**src/rtl/stdp_pkg.sv**
```systemverilog
package stdp_pkg;

  typedef enum logic [1:0] {
    OP_NONE,
    OP_ROW,
    OP_COL,
    OP_STEP
  } opKind_t;

  typedef enum logic [1:0] {
    ST_IDLE,
    ST_ROW,
    ST_COL,
    ST_STEP
  } ctrlState_t;

  // Strobes from the sequencer to the storage datapath
  typedef struct packed {
    opKind_t kind;
    logic    skip;
  } memStrobe_t;

endpackage

```
**src/rtl/stdp_ctrl.sv**
```systemverilog
module stdp_ctrl
  import stdp_pkg::*;
#(
  parameter int N = 4
) (
  input  logic                          clk,
  input  logic                          rst_n,
  input  logic                          spikeValid,
  input  logic [$clog2(N)-1:0]          spikeId,
  input  logic                          stepTick,
  output logic                          busy,
  output memStrobe_t                    strobe,
  output logic [$clog2(N*N)-1:0]        addr
);

  localparam int CELLS = N * N;
  localparam int AW    = $clog2(CELLS);
  localparam int IW    = $clog2(N);
  localparam logic [AW-1:0] LAST_LANE = AW'(N - 1);
  localparam logic [AW-1:0] LAST_CELL = AW'(CELLS - 1);
  localparam logic [AW-1:0] N_A       = AW'(N);

  ctrlState_t     state;
  logic [AW-1:0]  cnt;
  logic [IW-1:0]  neuron;
  logic [AW-1:0]  neuronA;
  logic [AW-1:0]  rowBase;

  assign busy    = (state != ST_IDLE);
  assign neuronA = AW'(neuron);
  assign rowBase = neuronA * N_A;

  always_ff @(posedge clk or negedge rst_n) begin
    if (!rst_n) begin
      state  <= ST_IDLE;
      cnt    <= '0;
      neuron <= '0;
    end else begin
      case (state)
        ST_IDLE: begin
          cnt <= '0;
          if (spikeValid) begin
            neuron <= spikeId;
            state  <= ST_ROW;
          end else if (stepTick) begin
            state <= ST_STEP;
          end
        end
        ST_ROW: begin
          if (cnt == LAST_LANE) begin
            cnt   <= '0;
            state <= ST_COL;
          end else begin
            cnt <= cnt + 1'b1;
          end
        end
        ST_COL: begin
          if (cnt == LAST_LANE) begin
            cnt   <= '0;
            state <= ST_IDLE;
          end else begin
            cnt <= cnt + 1'b1;
          end
        end
        ST_STEP: begin
          if (cnt == LAST_CELL) begin
            cnt   <= '0;
            state <= ST_IDLE;
          end else begin
            cnt <= cnt + 1'b1;
          end
        end
        default: state <= ST_IDLE;
      endcase
    end
  end

  always_comb begin
    strobe.kind = OP_NONE;
    strobe.skip = 1'b0;
    addr        = cnt;
    case (state)
      ST_ROW: begin
        strobe.kind = OP_ROW;
        strobe.skip = (cnt == neuronA);
        addr        = rowBase + cnt;
      end
      ST_COL: begin
        strobe.kind = OP_COL;
        strobe.skip = (cnt == neuronA);
        addr        = cnt * N_A + neuronA;
      end
      ST_STEP: begin
        strobe.kind = OP_STEP;
        addr        = cnt;
      end
      default: ;
    endcase
  end

  // Span counter used only by the checks below
  logic [AW:0] spanCnt;
  always_ff @(posedge clk or negedge rst_n) begin
    if (!rst_n) spanCnt <= '0;
    else        spanCnt <= busy ? spanCnt + 1'b1 : '0;
  end

  AST_ACCEPT_WHEN_ASKED: assert property (@(posedge clk) disable iff (!rst_n)
    $rose(busy) |-> $past(spikeValid || stepTick)) else $error("busy rose without request");
  AST_SPAN_BOUNDED: assert property (@(posedge clk) disable iff (!rst_n)
    busy |-> (spanCnt < (AW+1)'(CELLS))) else $error("pass overran");
  AST_NEURON_HELD: assert property (@(posedge clk) disable iff (!rst_n)
    (busy && $past(busy)) |-> $stable(neuron)) else $error("neuron changed mid pass");

endmodule

```
**src/rtl/stdp_datapath.sv**
```systemverilog
module stdp_datapath
  import stdp_pkg::*;
#(
  parameter int N        = 4,
  parameter int WEIGHT_W = 8,
  parameter int TRACE_W  = 8
) (
  input  logic                              clk,
  input  logic                              rst_n,
  input  memStrobe_t                        strobe,
  input  logic [$clog2(N*N)-1:0]            addr,
  input  logic [TRACE_W-1:0]                tPre,
  input  logic [TRACE_W-1:0]                tPost,
  input  logic [WEIGHT_W-1:0]               dwPos,
  input  logic [WEIGHT_W-1:0]               dwNeg,
  input  logic                              cfgWr,
  input  logic [$clog2(N*N)-1:0]            cfgAddr,
  input  logic signed [WEIGHT_W-1:0]        cfgWeight,
  input  logic                              cfgEnable,
  input  logic [$clog2(N*N)-1:0]            peekAddr,
  output logic signed [WEIGHT_W-1:0]        peekWeight
);

  localparam int CELLS = N * N;
  localparam int AW    = $clog2(CELLS);
  localparam int XW    = WEIGHT_W + 2;
  localparam int MAXV  = 2 ** (WEIGHT_W - 1) - 1;
  localparam int MINV  = -(2 ** (WEIGHT_W - 1));
  localparam logic [TRACE_W-1:0] TRACE_OFF = '1;

  logic signed [WEIGHT_W-1:0] weightMem [CELLS];
  logic [TRACE_W-1:0]         traceMem  [CELLS];
  logic                       pendMem   [CELLS];
  logic                       enMem     [CELLS];

  logic signed [WEIGHT_W-1:0] curW;
  logic [TRACE_W-1:0]         curTrace;
  logic                       curPend;
  logic                       curEn;

  logic opRun, live, aged, depress, potent, paired, expire, writeW;
  logic [TRACE_W-1:0] stepNext, limit, newTrace;
  logic               newPend;
  logic signed [XW-1:0] wExt, upSum, downSum;
  logic signed [WEIGHT_W-1:0] satUp, satDown, newWeight;

  assign curW     = weightMem[addr];
  assign curTrace = traceMem[addr];
  assign curPend  = pendMem[addr];
  assign curEn    = enMem[addr];

  assign peekWeight = weightMem[peekAddr];

  always_comb begin
    opRun    = (strobe.kind != OP_NONE) && !strobe.skip;
    live     = (curTrace != TRACE_OFF);
    aged     = (curTrace != '0);
    depress  = (strobe.kind == OP_ROW) && live && !curPend && aged;
    potent   = (strobe.kind == OP_COL) && live && curPend && aged;
    paired   = depress || potent;
    stepNext = curTrace + TRACE_W'(1);
    limit    = curPend ? tPre : tPost;
    expire   = (stepNext >= limit);

    newTrace = curTrace;
    newPend  = curPend;
    case (strobe.kind)
      OP_ROW: begin
        newTrace = paired ? TRACE_OFF : '0;
        newPend  = !paired;
      end
      OP_COL: begin
        newTrace = paired ? TRACE_OFF : '0;
        newPend  = 1'b0;
      end
      OP_STEP: begin
        if (live && !expire) begin
          newTrace = stepNext;
        end else begin
          newTrace = TRACE_OFF;
          newPend  = 1'b0;
        end
      end
      default: ;
    endcase

    wExt    = XW'(curW);
    upSum   = wExt + $signed({2'b00, dwPos});
    downSum = wExt - $signed({2'b00, dwNeg});
    satUp   = (upSum > MAXV)   ? WEIGHT_W'(MAXV) : upSum[WEIGHT_W-1:0];
    satDown = (downSum < MINV) ? WEIGHT_W'(MINV) : downSum[WEIGHT_W-1:0];
    newWeight = potent ? satUp : satDown;
    writeW    = opRun && paired && curEn;
  end

  always_ff @(posedge clk or negedge rst_n) begin
    if (!rst_n) begin
      for (int i = 0; i < CELLS; i++) begin
        weightMem[i] <= '0;
        traceMem[i]  <= TRACE_OFF;
        pendMem[i]   <= 1'b0;
        enMem[i]     <= 1'b0;
      end
    end else if (opRun) begin
      traceMem[addr] <= newTrace;
      pendMem[addr]  <= newPend;
      if (writeW) weightMem[addr] <= newWeight;
    end else if (cfgWr) begin
      weightMem[cfgAddr] <= cfgWeight;
      enMem[cfgAddr]     <= cfgEnable;
    end
  end

  // Capture of the word touched last cycle, used only by the checks below
  logic                       chkMask, chkUp, chkDown, chkSkip, chkStep;
  logic [AW-1:0]              chkAddr;
  logic signed [WEIGHT_W-1:0] chkW;
  logic [TRACE_W-1:0]         chkT, chkLimit;

  always_ff @(posedge clk or negedge rst_n) begin
    if (!rst_n) begin
      chkMask  <= 1'b0;
      chkUp    <= 1'b0;
      chkDown  <= 1'b0;
      chkSkip  <= 1'b0;
      chkStep  <= 1'b0;
      chkAddr  <= '0;
      chkW     <= '0;
      chkT     <= '0;
      chkLimit <= '0;
    end else begin
      chkMask  <= opRun && !curEn;
      chkUp    <= opRun && potent && curEn;
      chkDown  <= opRun && depress && curEn;
      chkSkip  <= (strobe.kind != OP_NONE) && strobe.skip;
      chkStep  <= opRun && (strobe.kind == OP_STEP) && live;
      chkAddr  <= addr;
      chkW     <= curW;
      chkT     <= curTrace;
      chkLimit <= limit;
    end
  end

  AST_MASK_HOLDS: assert property (@(posedge clk) disable iff (!rst_n)
    chkMask |-> (weightMem[chkAddr] == chkW)) else $error("masked weight changed");
  AST_NO_WRAP_UP: assert property (@(posedge clk) disable iff (!rst_n)
    chkUp |-> (weightMem[chkAddr] >= chkW)) else $error("potentiation wrapped");
  AST_NO_WRAP_DOWN: assert property (@(posedge clk) disable iff (!rst_n)
    chkDown |-> (weightMem[chkAddr] <= chkW)) else $error("depression wrapped");
  AST_SELF_UNTOUCHED: assert property (@(posedge clk) disable iff (!rst_n)
    chkSkip |-> (weightMem[chkAddr] == chkW && traceMem[chkAddr] == chkT)) else $error("self synapse touched");
  AST_TRACE_WINDOW: assert property (@(posedge clk) disable iff (!rst_n)
    chkStep |-> (traceMem[chkAddr] == TRACE_OFF || traceMem[chkAddr] < chkLimit)) else $error("trace beyond window");

endmodule

```
**src/rtl/stdp_trace_engine.sv**
```systemverilog
module stdp_trace_engine
  import stdp_pkg::*;
#(
  parameter int N        = 4,
  parameter int WEIGHT_W = 8,
  parameter int TRACE_W  = 8,
  localparam int IW      = $clog2(N),
  localparam int AW      = $clog2(N * N)
) (
  input  logic                       clk,
  input  logic                       rst_n,
  input  logic                       spikeValid,
  input  logic [IW-1:0]              spikeId,
  input  logic                       stepTick,
  input  logic [TRACE_W-1:0]         tPre,
  input  logic [TRACE_W-1:0]         tPost,
  input  logic [WEIGHT_W-1:0]        dwPos,
  input  logic [WEIGHT_W-1:0]        dwNeg,
  input  logic                       cfgWrEn,
  input  logic [AW-1:0]              cfgAddr,
  input  logic signed [WEIGHT_W-1:0] cfgWeight,
  input  logic                       cfgEnable,
  input  logic [AW-1:0]              peekAddr,
  output logic signed [WEIGHT_W-1:0] peekWeight,
  output logic                       busy
);

  memStrobe_t    strobe;
  logic [AW-1:0] passAddr;
  logic          cfgWr;

  assign cfgWr = cfgWrEn && !busy;

  stdp_ctrl #(.N(N)) u_ctrl (
    .clk        (clk),
    .rst_n      (rst_n),
    .spikeValid (spikeValid),
    .spikeId    (spikeId),
    .stepTick   (stepTick),
    .busy       (busy),
    .strobe     (strobe),
    .addr       (passAddr)
  );

  stdp_datapath #(.N(N), .WEIGHT_W(WEIGHT_W), .TRACE_W(TRACE_W)) u_dp (
    .clk        (clk),
    .rst_n      (rst_n),
    .strobe     (strobe),
    .addr       (passAddr),
    .tPre       (tPre),
    .tPost      (tPost),
    .dwPos      (dwPos),
    .dwNeg      (dwNeg),
    .cfgWr      (cfgWr),
    .cfgAddr    (cfgAddr),
    .cfgWeight  (cfgWeight),
    .cfgEnable  (cfgEnable),
    .peekAddr   (peekAddr),
    .peekWeight (peekWeight)
  );

endmodule

```
**config.mk**
```make
export PLATFORM = sky130hd
export DESIGN_NAME = stdp_trace_engine
export DESIGN_NICKNAME = d
export VERILOG_FILES = /design/src/rtl/stdp_pkg.sv /design/src/rtl/stdp_ctrl.sv /design/src/rtl/stdp_datapath.sv /design/src/rtl/stdp_trace_engine.sv
export SDC_FILE = /design/constraint.sdc
export NUM_CORES = 1
export LEC_CHECK = 0
export BUFFER_PORTS_ARGS = -buffer_cell sky130_fd_sc_hd__clkbuf_2
export CAP_MARGIN = 20
export CORE_AREA = 2 2 185 187
export CTS_BUF_LIST = sky130_fd_sc_hd__clkbuf_4 sky130_fd_sc_hd__clkbuf_8 sky130_fd_sc_hd__clkbuf_16
export CTS_CLUSTER_DIAMETER = 80
export DETAILED_ROUTE_END_ITERATION = 8
export DIE_AREA = 0 0 187 189
export MAX_ROUTING_LAYER = met4
export PLACE_DENSITY = 0.68
export SLEW_MARGIN = 15
export SYNTH_ARGS = -nofsm -noshare
export SYNTH_HDL_FRONTEND = slang
export SYNTH_SLANG_ARGS = --single-unit
```
**constraint.sdc**
```tcl
create_clock -name clk -period 9.7 [get_ports clk]
set_clock_uncertainty 0.1 [all_clocks]
set_input_delay 1.94 -clock clk [delete_from_list [all_inputs] [get_ports clk]]
set_output_delay 1.94 -clock clk [all_outputs]
set_load 0.02 [all_outputs]
```
==> key figures <==
Logic synthesis
  – Post-synthesis cell area: 17700 sq um
  – Post-synth EDFFs: 0
  – Yosys reg bits: 296
  – Synth area leader: dfrtp_1
  – Yosys cell types: 74
  – Sequential area share after synthesis: 42.7%
  – Count leader, synth: nand2_1
  – Post-synth top area share: 23.7%
  – Asr flop ratio synth: 100%
  – Syn_nets: 1944
  – Most area-consuming cells after synthesis: dfrtp_1 24%, dfstp_2 19%, nand2_1 8.2%
  – Mean area per synthesized cell: 9.59 sq um
  – Main synth FF type: dfrtp_1
  – Ys Warns: 0
  – Cell count after synthesis: 1850
  – Most frequent cells after synthesis: 389 x nand2_1, 180 x o21ai_0, 168 x dfrtp_1

Timing
  – Setup TNS: 0 ps
  – Tcrit/Tclk final: 78.0%
  – Worst Tran Pin Value: 1160 ps
  – Fin. max-slew vios: 0
  – Final setup viols: 0
  – Hold Fails Final Rpt: 0
  – RSZ-0062 raised after global routing: false
  – Fin crit period: 7570 ps
  – Maximum clock frequency: 0.132 GHz
  – Slew headroom: 22.9%

Clocking
  – CTS Hold Buffers Added: 0
  – H-tree lvl count: 2
  – Clock-pin slew on the worst setup and hold paths: 60 ps
  – CTS root buf: clkbuf_16
  – Max Root-Sink Buffers: 3
  – Skew-Pair Late Insertion Delay: 540 ps
  – Clock sinks: 296
  – Post-CTS setup repair buffer count: 0
  – CTS resizes: 0
  – Num CTS Buffers: 35
  – CTS tree: built

Final layout
  – Area Growth Syn to Fin: 9.98%
  – Area of the multi-input gates: 9450 sq um
  – Fillers: 2897
  – Non-filler instance count after layout: 2324
  – FF/Latch Area: 7570 sq um
  – Nets@finish: 1945
  – Layout cells sized above 1: 23.0%

Global routing
  – First-pass GRT wire length: 91000 microns
  – Tot GR Track Use: 34.3%
  – Antenna violations before repair: 1
  – Largest net degree at the start of global routing: 190
  – Gr ovfl total: 0
  – Number of global-route vias before repair: 15200

Route
  – # DRC: 0
  – DR vias/cell: 6.76
  – DRT antenna net count: 0
  – Total iterations of the first detailed-routing run: 6
  – Starting DRT DRC Count: 2039
  – Vias after detailed routing: 15700
  – Detailed-route wire length: 59000 microns
  – Routed len/inst: 25.4 microns

Die
  – Core area: 33300 sq um
  – Rows: 67
  – # IOs: 65
  – Die height: 189 microns
  – Die X: 187 microns
  – Die Footprint: 35300 sq um
  – Starting Density: 53.3%

Placement
  – GPL Wtd Cong: 0.968
  – Placed Cells: 2256
  – Hpwl dp: 39700 microns
  – Buffers on Ports: 64

Worst setup path
  – Critical Path Fanout Max: 43
  – Worst EP required: 10000 ps
  – Crit path DAT: 7870 ps
  – Critical Path Sink Type: register
  – Crit start category: register
  – Crit path kind: register to register

Run
  – Max-cap violations: 0

Hold path
  – Min-delay worst type: register to register

Run status
  – Status: completed
worst paths after layout:
kind / slack (ps) / to / depth (start not counted) / startpoint
setup / recovery: 2130 / u_dp.traceMem[43] / 19 / u_ctrl.state[0]
hold / removal: 380 / u_dp.traceMem[103] / 2 / u_dp.traceMem[103]
setup reg to reg: 2130 / u_dp.traceMem[43] / 19 / u_ctrl.state[0]
hold reg to reg: 380 / u_dp.traceMem[103] / 2 / u_dp.traceMem[103]
max in group asynchronous: 6640 / u_ctrl.cnt[2] / 2 / rst_n
min in group asynchronous: 1350 / u_dp.weightMem[103] / 1 / rst_n
cell usage in the layout, fill, tap and decap left out, types with 18 or more instances in the layout:
cell type  count
o21ai_0      179
nand2_1      389
a22o_1        35
buf_4         37
o22ai_1       19
clkbuf_16     37
inv_1         28
mux2_2        51
dfstp_2      128
mux2i_1       46
dfrtp_1      168
and3_1        51
nand3_1       76
ha_1          36
nor2_1        93
o221ai_1      33
o21ai_1       18
mux4_2        58
nor3_1        18
a32oi_1       19
xnor2_1       19
a21oi_1       35
clkbuf_2      63
a221o_1       37
sequential cells by signal (all words and copies together) (netlist names):
signal and flops:
u_ctrl.cnt 4, u_dp.traceMem 128, u_dp.enMem 16, u_ctrl.neuron 2
u_dp.pendMem 16, u_dp.weightMem 128, u_ctrl.state 2
cell type report:
class	instances	share of cell area, %
Sequential cell	296	38.8
Clock inverter	7	0.327
Inverter	29	0.558
Tap cell	448	2.87
Antenna cell	1	0.0128
Timing Repair Buffer	106	3.41
Clock buffer	54	5.62
Multi-Input combinational cell	1383	48.4
layer usage:
metal | wire length [microns] | track usage, %
met5 | 0 | -
met3 | 5700 | 5.73
met4 | 3390 | 18.2
met1 | 22300 | 43.5
met2 | 27600 | 53.3
critical path, cell delays in order (launching register included):
cell and delay, ps:
dfrtp_1 420, inv_1 110, ha_1 610, and2_1 320, a22o_2 780, buf_4 640, nand3_1 140, a32oi_1 220
nand3_1 540, mux2_2 530, ha_1 290, nand2b_1 140, a211oi_1 270, o21ai_0 150, a211o_1 300, o21ai_1 240
a21boi_0 410, a41oi_1 170, o22ai_1 780, o21ai_0 240
stage by stage:
step / instance area (sq um) / util, % / hold WS (ps) / worst slack, ps
finish: 19500 / 58.6 / 377 / 2130
detailed placement: 18300 / 55.0 / 370 / 2250
CTS: 19500 / 58.5 / 381 / 2220
global route: 19500 / 58.6 / 393 / 1530
global placement: 18300 / 55.0 / 362 / 2260
floorplan: 17700 / - / 349 / 3250
cells by family (layout without fill, tap and decap cells):
kind of cell | after synthesis | after routing | share of synthesized area [%]
adder cells (fa/ha/maj) | 38 | 38 | 2.76
buffers and inverters | 171 | 196 | 4.42
AND/OR/NAND/NOR | 678 | 678 | 16.7
other | 0 | 1 | 0
XOR/XNOR | 22 | 22 | 1.09
multiplexers | 156 | 156 | 13.3
flip-flops | 296 | 296 | 42.7
AO/OA/AOI/OAI | 489 | 489 | 19.0
Power is not shown: default switching activity piles up to over one toggle a cycle in this logic, so the estimate is an artifact.
